## src/rtl/iaf_pkg.sv

```systemverilog
package iaf_pkg;

    typedef enum logic [3:0] {
        OP_ADD    = 4'd0,
        OP_ADDC   = 4'd1,
        OP_ADDE   = 4'd2,
        OP_ADDME  = 4'd3,
        OP_ADDZE  = 4'd4,
        OP_SUBF   = 4'd5,
        OP_SUBFC  = 4'd6,
        OP_SUBFE  = 4'd7,
        OP_SUBFME = 4'd8,
        OP_SUBFZE = 4'd9,
        OP_SUBFI  = 4'd10,
        OP_NEG    = 4'd11
    } arith_op_e;

    typedef enum logic [1:0] {
        BSRC_OPND = 2'd0,
        BSRC_ONES = 2'd1,
        BSRC_ZERO = 2'd2
    } bsrc_e;

    typedef enum logic [1:0] {
        CIN_ZERO  = 2'd0,
        CIN_ONE   = 2'd1,
        CIN_CARRY = 2'd2
    } cin_e;

    typedef enum logic [2:0] {
        CAR_NONE    = 3'd0,
        CAR_ADD_LT  = 3'd1,
        CAR_ADD_EXT = 3'd2,
        CAR_SUB_LE  = 3'd3,
        CAR_SUB_EXT = 3'd4
    } carry_rule_e;

    typedef struct packed {
        logic        known;
        logic        invert_a;
        logic        force_imm;
        logic        is_neg;
        bsrc_e       bsrc;
        cin_e        cin;
        carry_rule_e rule;
    } arith_ctrl_t;

endpackage

```

## src/rtl/iaf_decode.sv

```systemverilog
module iaf_decode
    import iaf_pkg::*;
(
    input  logic [3:0]  op,
    output arith_ctrl_t ctrl
);
    always_comb begin
        ctrl = '{known: 1'b1, invert_a: 1'b0, force_imm: 1'b0, is_neg: 1'b0,
                 bsrc: BSRC_OPND, cin: CIN_ZERO, rule: CAR_NONE};
        unique case (arith_op_e'(op))
            OP_ADD:    ;
            OP_ADDC:   ctrl.rule = CAR_ADD_LT;
            OP_ADDE:   begin ctrl.cin = CIN_CARRY; ctrl.rule = CAR_ADD_EXT; end
            OP_ADDME:  begin ctrl.cin = CIN_CARRY; ctrl.rule = CAR_ADD_EXT;
                             ctrl.bsrc = BSRC_ONES; end
            OP_ADDZE:  begin ctrl.cin = CIN_CARRY; ctrl.rule = CAR_ADD_EXT;
                             ctrl.bsrc = BSRC_ZERO; end
            OP_SUBF:   begin ctrl.invert_a = 1'b1; ctrl.cin = CIN_ONE; end
            OP_SUBFC:  begin ctrl.invert_a = 1'b1; ctrl.cin = CIN_ONE;
                             ctrl.rule = CAR_SUB_LE; end
            OP_SUBFE:  begin ctrl.invert_a = 1'b1; ctrl.cin = CIN_CARRY;
                             ctrl.rule = CAR_SUB_EXT; end
            OP_SUBFME: begin ctrl.invert_a = 1'b1; ctrl.cin = CIN_CARRY;
                             ctrl.rule = CAR_SUB_EXT; ctrl.bsrc = BSRC_ONES; end
            OP_SUBFZE: begin ctrl.invert_a = 1'b1; ctrl.cin = CIN_CARRY;
                             ctrl.rule = CAR_SUB_EXT; ctrl.bsrc = BSRC_ZERO; end
            OP_SUBFI:  begin ctrl.invert_a = 1'b1; ctrl.cin = CIN_ONE;
                             ctrl.rule = CAR_SUB_LE; ctrl.force_imm = 1'b1; end
            OP_NEG:    begin ctrl.invert_a = 1'b1; ctrl.cin = CIN_ONE;
                             ctrl.bsrc = BSRC_ZERO; ctrl.is_neg = 1'b1; end
            default:   ctrl.known = 1'b0;
        endcase
    end
endmodule

```

## src/rtl/iaf_datapath.sv

```systemverilog
module iaf_datapath
    import iaf_pkg::*;
#(
    parameter int unsigned W  = 32,
    parameter int unsigned IW = 16
) (
    input  arith_ctrl_t   ctrl,
    input  logic          use_imm,
    input  logic          ca_q,
    input  logic [W-1:0]  ra,
    input  logic [W-1:0]  rb,
    input  logic [IW-1:0] imm,
    output logic [W-1:0]  opx,
    output logic [W-1:0]  opy,
    output logic [W-1:0]  sum,
    output logic          ov_raw
);
    localparam int unsigned EXT = W - IW;
    localparam logic [W-1:0] MOST_NEG = {1'b1, {(W-1){1'b0}}};

    logic [W-1:0] imm_ext;
    logic         cin;

    assign imm_ext = {{EXT{imm[IW-1]}}, imm};

    always_comb begin
        opx = ctrl.invert_a ? ~ra : ra;
        unique case (ctrl.bsrc)
            BSRC_ONES: opy = '1;
            BSRC_ZERO: opy = '0;
            default:   opy = (use_imm || ctrl.force_imm) ? imm_ext : rb;
        endcase
        unique case (ctrl.cin)
            CIN_ONE:   cin = 1'b1;
            CIN_CARRY: cin = ca_q;
            default:   cin = 1'b0;
        endcase
    end

    assign sum = opx + opy + {{(W-1){1'b0}}, cin};

    always_comb begin
        if (ctrl.is_neg)
            ov_raw = (ra == MOST_NEG);
        else
            ov_raw = ~(opx[W-1] ^ opy[W-1]) & (opx[W-1] ^ sum[W-1]);
    end
endmodule

```

## src/rtl/iaf_carry.sv

```systemverilog
module iaf_carry
    import iaf_pkg::*;
#(
    parameter int unsigned W = 32
) (
    input  carry_rule_e  rule,
    input  logic         ca_q,
    input  logic [W-1:0] opx,
    input  logic [W-1:0] opy,
    input  logic [W-1:0] sum,
    output logic         ca_we,
    output logic         ca_nx
);
    always_comb begin
        ca_we = 1'b1;
        unique case (rule)
            CAR_ADD_LT:  ca_nx = (sum < opx);
            CAR_ADD_EXT: ca_nx = (sum < opx) || (ca_q && (sum == opx));
            CAR_SUB_LE:  ca_nx = (sum <= opy);
            CAR_SUB_EXT: ca_nx = (sum < opy) || (ca_q && (sum == opy));
            default: begin
                ca_we = 1'b0;
                ca_nx = ca_q;
            end
        endcase
    end
endmodule

```

## src/rtl/int_arith_flags.sv

```systemverilog
module int_arith_flags
    import iaf_pkg::*;
#(
    parameter int unsigned W  = 32,
    parameter int unsigned IW = 16
) (
    input  logic          clk,
    input  logic          rst_n,
    input  logic          flag_clr,
    input  logic          issue,
    input  logic [3:0]    op,
    input  logic          oe,
    input  logic          use_imm,
    input  logic [W-1:0]  ra,
    input  logic [W-1:0]  rb,
    input  logic [IW-1:0] imm,
    output logic [W-1:0]  result,
    output logic          ca,
    output logic          ov,
    output logic          so
);
    arith_ctrl_t  ctrl;
    logic [W-1:0] opx, opy, sum;
    logic         ov_raw, ca_we, ca_nx;

    iaf_decode u_dec (.op(op), .ctrl(ctrl));

    iaf_datapath #(.W(W), .IW(IW)) u_dp (
        .ctrl(ctrl), .use_imm(use_imm), .ca_q(ca), .ra(ra), .rb(rb), .imm(imm),
        .opx(opx), .opy(opy), .sum(sum), .ov_raw(ov_raw)
    );

    iaf_carry #(.W(W)) u_car (
        .rule(ctrl.rule), .ca_q(ca), .opx(opx), .opy(opy), .sum(sum),
        .ca_we(ca_we), .ca_nx(ca_nx)
    );

    assign result = ctrl.known ? sum : '0;

    always_ff @(posedge clk or negedge rst_n) begin
        if (!rst_n) begin
            ca <= 1'b0;
            ov <= 1'b0;
            so <= 1'b0;
        end else if (flag_clr) begin
            ca <= 1'b0;
            ov <= 1'b0;
            so <= 1'b0;
        end else if (issue && ctrl.known) begin
            if (ca_we) ca <= ca_nx;
            if (oe) begin
                ov <= ov_raw;
                if (ov_raw) so <= 1'b1;
            end
        end
    end
endmodule

```

## config.mk

```make
export PLATFORM = sky130hd
export DESIGN_NAME = int_arith_flags
export DESIGN_NICKNAME = d
export VERILOG_FILES = /design/src/rtl/iaf_pkg.sv /design/src/rtl/iaf_decode.sv /design/src/rtl/iaf_datapath.sv /design/src/rtl/iaf_carry.sv /design/src/rtl/int_arith_flags.sv
export SDC_FILE = /design/constraint.sdc
export NUM_CORES = 1
export LEC_CHECK = 0
export ABC_AREA = 1
export BUFFER_PORTS_ARGS = -buffer_cell sky130_fd_sc_hd__buf_4
export CORE_UTILIZATION = 55
export CTS_CLUSTER_SIZE = 14
export DETAILED_ROUTE_END_ITERATION = 16
export PLACE_DENSITY_LB_ADDON = 0.12
export SLEW_MARGIN = 20
export SYNTH_ARGS = -nofsm -noshare
export SYNTH_HDL_FRONTEND = slang
export SYNTH_SLANG_ARGS = --single-unit
export TNS_END_PERCENT = 30
```

## constraint.sdc

```tcl
create_clock -name clk -period 5.5 [get_ports clk]
set_input_delay 0.825 -clock clk [delete_from_list [all_inputs] [get_ports clk]]
set_output_delay 0.825 -clock clk [all_outputs]
set_load 0.01 [all_outputs]
```

==> results of run 1 <==
==> repair_timing <==
item                                   4_1_cts  5_1_grt
endpoints found under the hold margin        0        0
resized for setup                            1       42
setup buffers                                0        2
pin swaps                                    0        6
hold buffers                                 0        0
setup endpoints to repair                    1       10
cloned                                       0        1
==> metrics by stage <==
stage	std cells	hold WS [ps]	setup slack [ps]
after detailed placement	1128	511	-228
after global routing	1135	387	-7.10
after floorplan	887	529	374
final	1135	385	269
after CTS	1132	386	31.7
after global placement	1128	506	-67.2
==> worst paths after layout <==
| check | from | end | cells after the start |
|---|---|---|---|
| setup / recovery | op[3] | ca | 31 |
| hold / removal | rst_n | ca | 1 |
| setup reg to reg | ca | ca | 29 |
| hold reg to reg | so | so | 2 |
| max in group asynchronous | rst_n | so | 1 |
| min in group clk | so | so | 2 |
==> layer usage <==
layer	track usage, %	vias up
met4	5.88	0
met3	1.69	22
met5	0	-
met1	48.3	2762
met2	57.2	236
li1	-	3133
==> logic make-up (layout without fill, tap and decap cells) <==
kind of cell | count (synthesis) | in the layout | synth area share [%]
AO/OA/AOI/OAI | 162 | 162 | 18.9
AND/OR/NAND/NOR | 383 | 383 | 32.0
buffers and inverters | 188 | 325 | 14.5
flip-flops | 3 | 3 | 1.44
adder cells (fa/ha/maj) | 99 | 99 | 24.1
XOR/XNOR | 52 | 52 | 9.03
==> worst max-delay path, delay by kind of cell <==
family / cells / cell delay [ps]
compound gates: 9 / 1610
fa+ha+maj: 3 / 1010
buf+inv: 6 / 650
simple gates: 13 / 1230
==> state kept, by name, summed over array words and instances (netlist names) <==
name  flops
ca        1
ov        1
so        1
==> power by group through the flow <==
stage	logic [uW]	registers [uW]	clock network [uW]
2_1_floorplan	1320	27.0	0
3_3_place_gp	1910	26.4	0
3_5_place_dp	1930	26.3	0
4_1_cts	1950	26.2	68.3
5_1_grt	2260	26.4	69.7
6_report	2020	26.3	67.7
==> placed cells by master (no fill, tap or decap), drive strengths merged <==
| cell | instances |
|---|---|
| a31oi | 7 |
| o21bai | 2 |
| nand4 | 12 |
| a211oi | 3 |
| nand3 | 23 |
| or2 | 2 |
| nor3 | 12 |
| clkinv | 2 |
| and2 | 4 |
| nor4 | 11 |
| o21a | 7 |
| fa | 2 |
| a21o | 8 |
| clkbuf | 4 |
| inv | 171 |
| o31ai | 9 |
| xnor2 | 1 |
| xor2 | 51 |
| nor3b | 2 |
| a21boi | 3 |
| buf | 148 |
| ha | 97 |
| o21ai | 48 |
| o211ai | 1 |
| nor2 | 105 |
| nand3b | 1 |
| nand2 | 211 |
| a21oi | 72 |
| dfrtp | 3 |
| o22ai | 2 |
==> final cells by class <==
class	instances	area (sq um)	share of cell area, %
Tap cell	111	139	2.12
Timing Repair Buffer	148	1130	17.2
Multi-Input combinational cell	696	4510	68.9
Clock buffer	4	45.0	0.687
Inverter	173	654	9.99
Sequential cell	3	75.1	1.15
==> run summary, run 1 <==
The run finished with clean final reports. Buffers inserted during clock tree synthesis total 3. The maximum resistive drop on vdd is 0.000203 V.

In this run, the clock network consumes 3.2% of the power. Total length of routed met3 wires: 1130 um. For the worst setup path, the data arrival time is 5340 ps.

The worst-case clock skew was 4.76 ps; the relative area change from synthesis to final layout was 25.8%. Entering global routing, the biggest net connects 29 pins. The count of flip-flops with a built-in enable after synthesis was 0. The post-route netlist has 23.1% of its cells at a drive strength greater than 1. By count the netlist is led by 198 x sky130_fd_sc_hd__nand2_1, 162 x sky130_fd_sc_hd__inv_1, 101 x sky130_fd_sc_hd__nor2_1.

The later pin in the worst-skew pair is clocked with a latency of 220 ps. The smallest clock period supported by the final layout is computed as 5230 ps. Switching fraction of total power: 58.5%.

0 antenna diodes ended up in the layout. The half-perimeter wire length after detailed placement was 14600 um; the netlist area before placement was 0.00521 sq mm. Of all flip-flops after synthesis, the portion carrying an async set or reset was 100%.

Number of sinks driven by the clock tree: 3. Setup violations remaining at the end of the flow were counted as 0. The initial detailed-routing violation count was 328; the overall power after layout was 2110 uW.

The biggest area contributor in the post-synthesis netlist is sky130_fd_sc_hd__ha_1. Maximum count of clock buffers along a single path: 2. The number of antenna violations at the first check in global routing is 0, and the post-route fraction of the period consumed by the critical path is 95.1%.

The cell row count was 35. TritonCTS built the clock tree. The maximum fanout count along the critical path came out at 11. The height of the chip works out to 99.3 um. After filler insertion, the fill cell instance count of the layout stands at 868.

The run gives 1076 as the number of nets produced by synthesis. Dividing the synthesized area by the synthesized cell count gives 5.87 sq um. In the global route stage, overall resource usage came out at 33.9%. The tools report the number of levels the H-tree was split into as 1. The detailed router put a total of 7940 um of wire on met1. The slowest stage of the critical path is the sky130_fd_sc_hd__ha_1 cell. Once placement finished, the instance area stood at 0.00634 sq mm.

For this run, the number of Yosys warnings is 0. The worst setup path is captured at a flip-flop. For the detailed route wirelength on metal2, the log shows 7720 um. Path type of the worst setup path: primary input to flip-flop. Once the floorplan was initialized, standard cells occupied 56.6% of the core. The leakage component of the power is 0.00384 uW, and the setup slack of the most critical reg-to-reg path is 1550 ps. The share of total power dissipated in combinational logic is 95.5%. The post-synthesis sequential area ratio was 1.44%.

Counting every instance in the synthesized netlist gives 887. The die covers 0.00986 sq mm. The final wirelength came out at 17000 um. The first detailed-routing pass ran for 7 iterations. The number of port buffers was 124. At the end of the flow, the number of nets in the layout was 1214. The run gives 0.00655 sq mm as the summed area of non-filler cells in the final layout. At the worst endpoint, the required time is 5610 ps. The root buffer cell chosen for the clock tree is sky130_fd_sc_hd__clkbuf_8.

After detailed routing, the number of remaining DRC violations is 0. The count of endpoints failing hold in the final timing report is 0, and the fmax is 191 MHz. The number of vias per cell is 5.42, and the via count of the first global-routing pass is 5707. The die is 99.3 um wide.

The tools report the wire length of the first global-routing pass as 27000 um. The run gives 71.3% as the share of the core filled with cells. The clock-pin slew reported for the worst setup and hold paths after clock tree synthesis was 40 ps.

Among all cell types in the netlist, the one instantiated most often is sky130_fd_sc_hd__nand2_1. 125 I/O pins were placed. Max-cap violations in this run came to 0.

The final-report max-slew violation count was 0. By instance count, the cell type seen most on the critical path is sky130_fd_sc_hd__nand2_1. The placer's final routability congestion estimate was 1.07; the worst relative slew slack was 57.1%. The net switching power was 1230 uW; the number of distinct standard cells referenced by the synthesized netlist was 50. The worst setup path is launched from a primary input. Sorting the synthesized cells by area gives the leading types as sky130_fd_sc_hd__ha_1 23%, sky130_fd_sc_hd__nand2_1 14%, sky130_fd_sc_hd__inv_1 12%, sky130_fd_sc_hd__xor2_1 8.2%, sky130_fd_sc_hd__nor2_1 7.3%. The flip-flop and latch count after synthesis was 3. For this run the aggregate overflow at the end of global routing stands at 0.

The internal portion of the total power is 877 uW. Power spread over the standard cell area amounts to 322 mW/mm^2. In this design, the stage delay of the slowest critical-path cell is 390 ps. The tightest min-delay check is of the primary input to async pin type.

The final route contains 6153 vias. Per report_power, the sequential group accounts for 1.2% of the total. Dominant synthesized flop cell: sky130_fd_sc_hd__dfrtp_1.

The top routing layer in use was met4. The transition at the pin with the smallest max-transition slack works out to 638 ps. After routing, the total negative slack on setup checks comes to 0 ps. Dividing the detail-routed wire length by the instance count gives 15.0 um. The total area inside the core boundary comes to 0.00920 sq mm.

The synthesized design devotes to its leading area cell type 23.3% of total area. The count of nets left with antenna violations once routing finished came out at 0.
Power figures use the tool's default switching activity.
==> inputs of run 2 (changes only) <==
--- a/config.mk
+++ b/config.mk
@@ -10,7 +10,8 @@
 export CORE_UTILIZATION = 55
 export CTS_CLUSTER_SIZE = 14
 export DETAILED_ROUTE_END_ITERATION = 16
-export PLACE_DENSITY_LB_ADDON = 0.12
+export MAX_ROUTING_LAYER = met4
+export PLACE_DENSITY = 0.82
 export SLEW_MARGIN = 20
 export SYNTH_ARGS = -nofsm -noshare
 export SYNTH_HDL_FRONTEND = slang
==> run 2 against run 1 <==
  * Sequential cell count unchanged
  * Sequential share of layout area about the same
  * Cell count increased by 1.6%
  * First-iteration DRC count increased by 38%
  * Sequential power increased by 2%
  * Register-to-register slack got worse by 90 ps
==> run summary, run 2 (synthesized netlist as in run 1, its figures left out) <==
The arrival time at the worst endpoint was 4430 ps (-910 ps). Critical path startpoint category: a primary input. Maximum resistive drop on vdd: 0.000181 V (-11%). The height of the chip is 99.3 um (unchanged), and the total inserted antenna cells is 0 (unchanged).

The final hold slack is 388 ps (+3.02 ps). The run gives 36.3% (+2.4 points) as the total global-route track usage. The number of nets in the finished design came out at 1232 (+1.5%).

The logs give 0.00394 uW (+2.5%) for the leakage component of the power and 0 (unchanged) for the max-cap violation count. The depth of the worst register-to-register path is 25 (-14%). The chip width was 99.3 um (unchanged). The worst hold path class was primary input to async pin. Leaving out fill and tap cells, the most frequent cells in the layout are 192 x sky130_fd_sc_hd__nand2_1, 162 x sky130_fd_sc_hd__buf_4, 160 x sky130_fd_sc_hd__inv_1. The number of port buffers is 124 (unchanged), and the number of antenna-violating nets in the routed design is 0 (unchanged). The via total after detailed routing is 6269 (+1.9%), and the final instance count without filler cells is 1153 (+1.6%). The final critical delay including setup and external delays works out to 5250 ps (+21.9 ps).

The post-route fraction of the period consumed by the critical path is 95.5% (+0.40 points). The maximum fanout count along the critical path was 4 (-7); the core area was 0.00920 sq mm (unchanged). The area of placed instances came out at 0.00644 sq mm (+1.6%).

The initial detailed-routing violation count is 454 (+38%). The transition at the pin with the smallest max-transition slack came out at 663 ps (+25.9 ps). The tools report the cell row count as 35 (unchanged). The worst-case clock skew came out at 5.19 ps (+0.428 ps). The final count of negative-setup-slack endpoints is 0 (unchanged).

The run gives 27600 um (+2.3%) as the wire length of the first global-routing pass. Clock latency reported for the late side of the worst-skew pair: 220 ps (about the same). Start point of the critical path: op[3].

The run gives 5 (-2) as the first-pass iteration count of the detailed router. The summed area of non-filler cells in the final layout is 0.00672 sq mm (+2.5%). For the worst relative slew slack, the log shows 55.7% (-1.4 points). The number of sinks driven by the clock tree came out at 3 (unchanged).

TritonCTS built the clock tree. From synthesis to final layout, the design area changed by 29.0%. The detailed-route DRC error count was 0 (unchanged).

The maximum number of pins on one net before global-route repair was 29 (unchanged); the final-report max-slew violation count was 0 (unchanged). The run gives 15200 um (+3.9%) as the half-perimeter wire length after detailed placement. Final routed wire length divided by cell count: 15.5 um (+3.6%). STA classifies the critical path endpoint as an output port. The total of hold buffers inserted after clock tree synthesis is 0 (unchanged), and the number of levels the H-tree was split into is 1 (unchanged). For the overall power after layout, the log shows 2180 uW (+3.1%). The run finished with clean final reports. For the placer's final routability congestion estimate, the log shows 1.02 (-4.3%). The fmax came out at 190 MHz (-0.42%).

For the layout filler cell count, the log shows 818 (-5.8%). Clock-pin slew reported for the worst setup and hold paths after clock tree synthesis: 40 ps (about the same). The via count of the first global-routing pass came out at 5638 (-1.2%). Share of final-layout standard cells stronger than drive strength 1: 25.0% (+1.9 points). The run gives 1460 ps (-90 ps) as the setup slack of the most critical reg-to-reg path. The areal power density over the cells works out to 324 mW/mm^2 (+0.53%). The number of CTS-inserted buffers was 3 (unchanged). The maximum count of clock buffers along a single path was 2 (unchanged).

The number of cells after detailed placement is 1140 (+1.1%), and the effective utilization at floorplan is 56.6% (unchanged). The setup path with the least slack is of type primary input to output port. The run gives 0.00986 sq mm (unchanged) as the area of the die. The most common cell after layout, fill and taps aside was sky130_fd_sc_hd__nand2_1. The worst register-to-register path begins at ca. For the number of top-level pins, the log shows 125 (unchanged).

The tools report the endpoint of the lowest-slack register-to-register path as ca. The largest registers in the layout are ca: 1 flops, ov: 1 flops, so: 1 flops. The run gives 0 (unchanged) as the number of antenna violations at the first check in global routing. The share of the core filled with cells was 73.1% (+1.8 points). The clock root buffer was sky130_fd_sc_hd__clkbuf_8.

The remaining global-route overflow was 0 (unchanged); the count of endpoints failing hold in the final timing report was 0 (unchanged). The number of vias per cell works out to 5.44 (+0.29%). The worst endpoint required time is 4680 ps (-930 ps), and the final wirelength is 17900 um (+5.2%).
[run 2: changes by cell type in the layout (fill, tap and decap cells not counted), moves of 2 or more]
cell / delta
sky130_fd_sc_hd__buf_4: +16
sky130_fd_sc_hd__nor2_2: +5
sky130_fd_sc_hd__nor2_1: -4
sky130_fd_sc_hd__o21ai_1: -3
sky130_fd_sc_hd__a31oi_1: +2
sky130_fd_sc_hd__a31oi_2: -2
sky130_fd_sc_hd__o21ai_0: +2
[run 2: area by class of cell]
| cell class | instances | area, sq um | share of cell area, % |
|---|---|---|---|
| clock buffer | 4 | 45.0 | 0.670 |
| inverter | 173 | 658 | 9.80 |
| multi-input combinational | 696 | 4530 | 67.4 |
| sequential | 3 | 75.1 | 1.12 |
| tap | 111 | 139 | 2.07 |
| timing repair buffer | 166 | 1270 | 19.0 |
[run 2: worst max-delay path: stages]
cell and delay (ps):
sky130_fd_sc_hd__buf_4 130, sky130_fd_sc_hd__nor2_2 110, sky130_fd_sc_hd__nand3_1 90, sky130_fd_sc_hd__o21a_1 120, sky130_fd_sc_hd__ha_1 320, sky130_fd_sc_hd__buf_6 120
sky130_fd_sc_hd__nor2_2 40, sky130_fd_sc_hd__a31oi_1 220, sky130_fd_sc_hd__inv_1 110, sky130_fd_sc_hd__fa_2 410, sky130_fd_sc_hd__fa_2 360, sky130_fd_sc_hd__inv_1 80
sky130_fd_sc_hd__nand3_1 110, sky130_fd_sc_hd__nand2_2 120, sky130_fd_sc_hd__nand3_1 80, sky130_fd_sc_hd__nand3_1 210, sky130_fd_sc_hd__nand3_1 100, sky130_fd_sc_hd__nand2_1 110
sky130_fd_sc_hd__xor2_1 320, sky130_fd_sc_hd__buf_4 180, sky130_fd_sc_hd__and2_1 110, sky130_fd_sc_hd__buf_4 120
[run 2: stage by stage]
step | worst slack, ps | TNS, ps
3_3_place_gp | -123 | -123
4_1_cts | 16.4 | 0
2_1_floorplan | 374 | 0
6_report | 247 | 0
5_1_grt | -76.4 | -76.4
3_5_place_dp | -179 | -179
[run 2: worst max path at each step]
stage	end	depth (start not counted)
finish	result[28]	22
global route	ca	35
CTS	ca	35
detailed placement	ca	35
global placement	ca	35
floorplan	ca	32
[run 2: timing repair]
action                                 4_1_cts  5_1_grt
setup buffers                                0        9
gates resized for setup                      2       42
pin swaps                                    0        8
endpoints found under the hold margin        0        0
setup endpoints to repair                    1        9
[run 2: metal layers]
| layer | GRT usage [%] | vias to the layer above | share of wire [%] |
|---|---|---|---|
| met5 | - | - | 0 |
| met4 | 7.58 | 0 | 1.6 |
| met3 | 3.02 | 26 | 7.3 |
| met2 | 58.9 | 253 | 46 |
| met1 | 49.3 | 2812 | 45 |
| li1 | - | 3178 | - |
[run 2: where the power goes]
part	total [uW]	internal, uW	leakage (uW)	switching, uW
Sequential	26.8	24.2	0.0000412	2.54
Combinational	2080	835	0.00387	1250
Clock	67.9	49.8	0.0000228	18.1
Total	2180	909	0.00394	1270
==> inputs of run 3 (changes only) <==
--- a/config.mk
+++ b/config.mk
@@ -12,6 +12,7 @@
 export DETAILED_ROUTE_END_ITERATION = 16
 export MAX_ROUTING_LAYER = met4
 export PLACE_DENSITY = 0.82
+export RECOVER_POWER = 50
 export SLEW_MARGIN = 20
 export SYNTH_ARGS = -nofsm -noshare
 export SYNTH_HDL_FRONTEND = slang
==> run 3 against run 2 <==
  * Largest power group unchanged
  * Largest cell class unchanged
  * Core utilization shrank 0.16 points
  * Worst hold slack improved by 33 ps
  * First-iteration DRC count decreased by 2.0%
  * Critical path type unchanged
  * Highest routed layer unchanged
==> run summary, run 3 (synthesized netlist as in run 1, its figures left out) <==
The logs give 0 (unchanged) for the number of antenna violations at the first check in global routing and 3 (unchanged) for the number of sinks driven by the clock tree. The maximum resistive drop on vdd is 0.000181 V (-0.16%), and the number of top-level pins is 125 (unchanged). The post-route fraction of the period consumed by the critical path is 95.7% (+0.22 points), and the number of antenna-violating nets in the routed design is 0 (unchanged). The final routed wire length divided by cell count was 15.5 um (-0.23%); the final wirelength was 17900 um (-0.23%).

The first-pass iteration count of the detailed router was 5 (unchanged). The cell with the largest stage delay on the worst path was sky130_fd_sc_hd__fa_2. Areal power density over the cells: 324 mW/mm^2 (+0.11%). The largest registers in the layout are ca: 1 flops, ov: 1 flops, so: 1 flops. The biggest cell delay along the critical path works out to 410 ps (about the same).

The number of CTS-inserted buffers is 3 (unchanged), and the total global-route track usage is 36.3% (unchanged). The run gives 56.6% (unchanged) as the effective utilization at floorplan. The leakage component of the power came out at 0.00392 uW (-0.41%). The tools report the clock root buffer as sky130_fd_sc_hd__clkbuf_8. The tools report the final worst-path setup slack as 235 ps (-12.1 ps).

The worst endpoint required time came out at 4680 ps (about the same). The tools report the final-report max-slew violation count as 0 (unchanged). The total negative slack for setup checks was 0 ps (unchanged).

The via total after detailed routing came out at 6244 (-0.40%). The remaining global-route overflow is 0 (unchanged). Walking the worst path, the cells encountered are buf_4, nor2_2, nand3_1, o21a_1, ha_1, buf_6, nor2_2, a31oi_1, inv_1, fa_2, fa_2, inv_1, nand3_1, nand2_2, nand3_1, nand3_1, nand3_1, nand2_1, xor2_1, buf_4, and2_1, buf_4. Buffer and inverter count on the worst path: 6 (unchanged).

The total of hold buffers inserted after clock tree synthesis is 0 (unchanged), and the core area is 0.00920 sq mm (unchanged). The worst setup path is of the primary input to output port kind. TritonCTS built the clock tree. The number of vias per cell was 5.42 (-0.40%); the area of the die was 0.00986 sq mm (unchanged). Area of placed instances: 0.00644 sq mm (unchanged). The number of port buffers is 124 (unchanged), and the number of cells after detailed placement is 1140 (unchanged). Relative to the synthesized area, the layout overhead comes to 28.7%. The wire length of the first global-routing pass was 27600 um (unchanged); the placer's final routability congestion estimate was 1.02 (unchanged). Max-cap violation count: 0 (unchanged). The worst-case clock skew was 5.17 ps (-0.0188 ps); the number of levels the H-tree was split into was 1 (unchanged). The via count of the first global-routing pass came out at 5638 (unchanged). Final critical delay including setup and external delays: 5270 ps (+12.1 ps).

Kind of end point of the critical path: an output port. The critical path starts at op[3]. The detailed route wirelength on metal2 is 8120 um (-1.1%), and the clock latency reported for the late side of the worst-skew pair is 220 ps (about the same). The maximum number of pins on one net before global-route repair is 29 (unchanged). The logs give 0 (unchanged) for the final count of negative-setup-slack endpoints and 8200 um (+1.2%) for the detailed-route wire length on metal 1.

The run gives 1153 (unchanged) as the final instance count without filler cells. The run gives 4440 ps (about the same) as the arrival time at the worst endpoint. The library cells used most frequently in the layout, excluding fill and tap cells, are 192 x sky130_fd_sc_hd__nand2_1, 160 x sky130_fd_sc_hd__inv_1, 158 x sky130_fd_sc_hd__buf_4.

The top cell family by delay on the critical path is simple AND/OR/NAND/NOR gates. The detailed-route DRC error count is 0 (unchanged). The height of the chip works out to 99.3 um (unchanged). The maximum fanout count along the critical path is 4 (unchanged). Most common cell after layout, fill and taps aside: sky130_fd_sc_hd__nand2_1.

The launch point of the worst reg-to-reg path was ca. Cell row count: 35 (unchanged). The worst slack after detailed placement was -179 ps (unchanged). The logs give 2 (unchanged) for the maximum count of clock buffers along a single path and 1230 um (-6.0%) for the total length of routed met3 wires. The tools report the initial detailed-routing violation count as 445 (-2.0%).

The total inserted antenna cells came out at 0 (unchanged). The worst hold path belongs to the class primary input to async pin. The fmax is 190 MHz (-0.23%).

The half-perimeter wire length after detailed placement was 15200 um (unchanged). For the worst relative slew slack, the log shows 56.4% (+0.72 points). The run finished with clean final reports. The transition at the pin with the smallest max-transition slack is 648 ps (-15.8 ps).

The worst setup path is launched from a primary input. The share of the core filled with cells is 72.9% (-0.16 points), and the chip width is 99.3 um (unchanged). The clock-pin slew reported for the worst setup and hold paths after clock tree synthesis was 40 ps (about the same); the share of final-layout standard cells stronger than drive strength 1 was 24.7% (-0.38 points). The count of endpoints failing hold in the final timing report was 0 (unchanged); the summed area of non-filler cells in the final layout was 0.00670 sq mm (-0.22%). The detailed router used layers up to and including met4.

The most frequent cell on the critical path was sky130_fd_sc_hd__nand3_1. The tools report the number of nets in the finished design as 1232 (unchanged).
## run 3: changes by cell type in the layout (fill, tap and decap cells not counted)
cell                       change
sky130_fd_sc_hd__clkbuf_1      +4
sky130_fd_sc_hd__buf_4         -4
## run 3: power breakdown
group / switching, uW / leakage, uW / total [uW] / internal, uW
clock: 18.1 / 0.0000228 / 67.8 / 49.8
combinational: 1250 / 0.00386 / 2080 / 833
sequential: 2.40 / 0.0000412 / 26.6 / 24.2
## run 3: worst paths after layout
| path | cells past startpoint | slack, ps | endpoint |
|---|---|---|---|
| hold reg to reg | 2 | 520 | so |
| setup / recovery | 22 | 230 | result[28] |
| min in group clk | 2 | 520 | so |
| hold / removal | 1 | 420 | so |
| setup reg to reg | 25 | 1460 | ca |
| max in group asynchronous | 1 | 4890 | ov |
## run 3: routing by layer
layer	track usage, %	vias to the layer above
met3	3.02	26
met4	7.58	0
met5	-	-
li1	-	3180
met2	58.9	237
met1	49.3	2801
## run 3: layout make-up
cell class / count / area (sq um)
multi-input cells: 696 / 4530
fillers: 824 / 2490
repair buffers: 166 / 1260
inverters: 173 / 658
well taps: 111 / 139
flip-flops and latches: 3 / 75.1
clock buffers: 4 / 45.0
## run 3: what timing repair did
item | CTS | global route
pin swaps | 0 | 8
resized for setup | 2 | 42
endpoints found under the setup margin | 1 | 9
hold endpoints to repair | 0 | 0
setup buffers | 0 | 9
## run 3: stage by stage
step           hold slack [ps]  total power (uW)
6_report                   421              2170
5_1_grt                    442              2420
4_1_cts                    392              2070
3_5_place_dp               515              1990
3_3_place_gp               511              1970
2_1_floorplan              529              1340
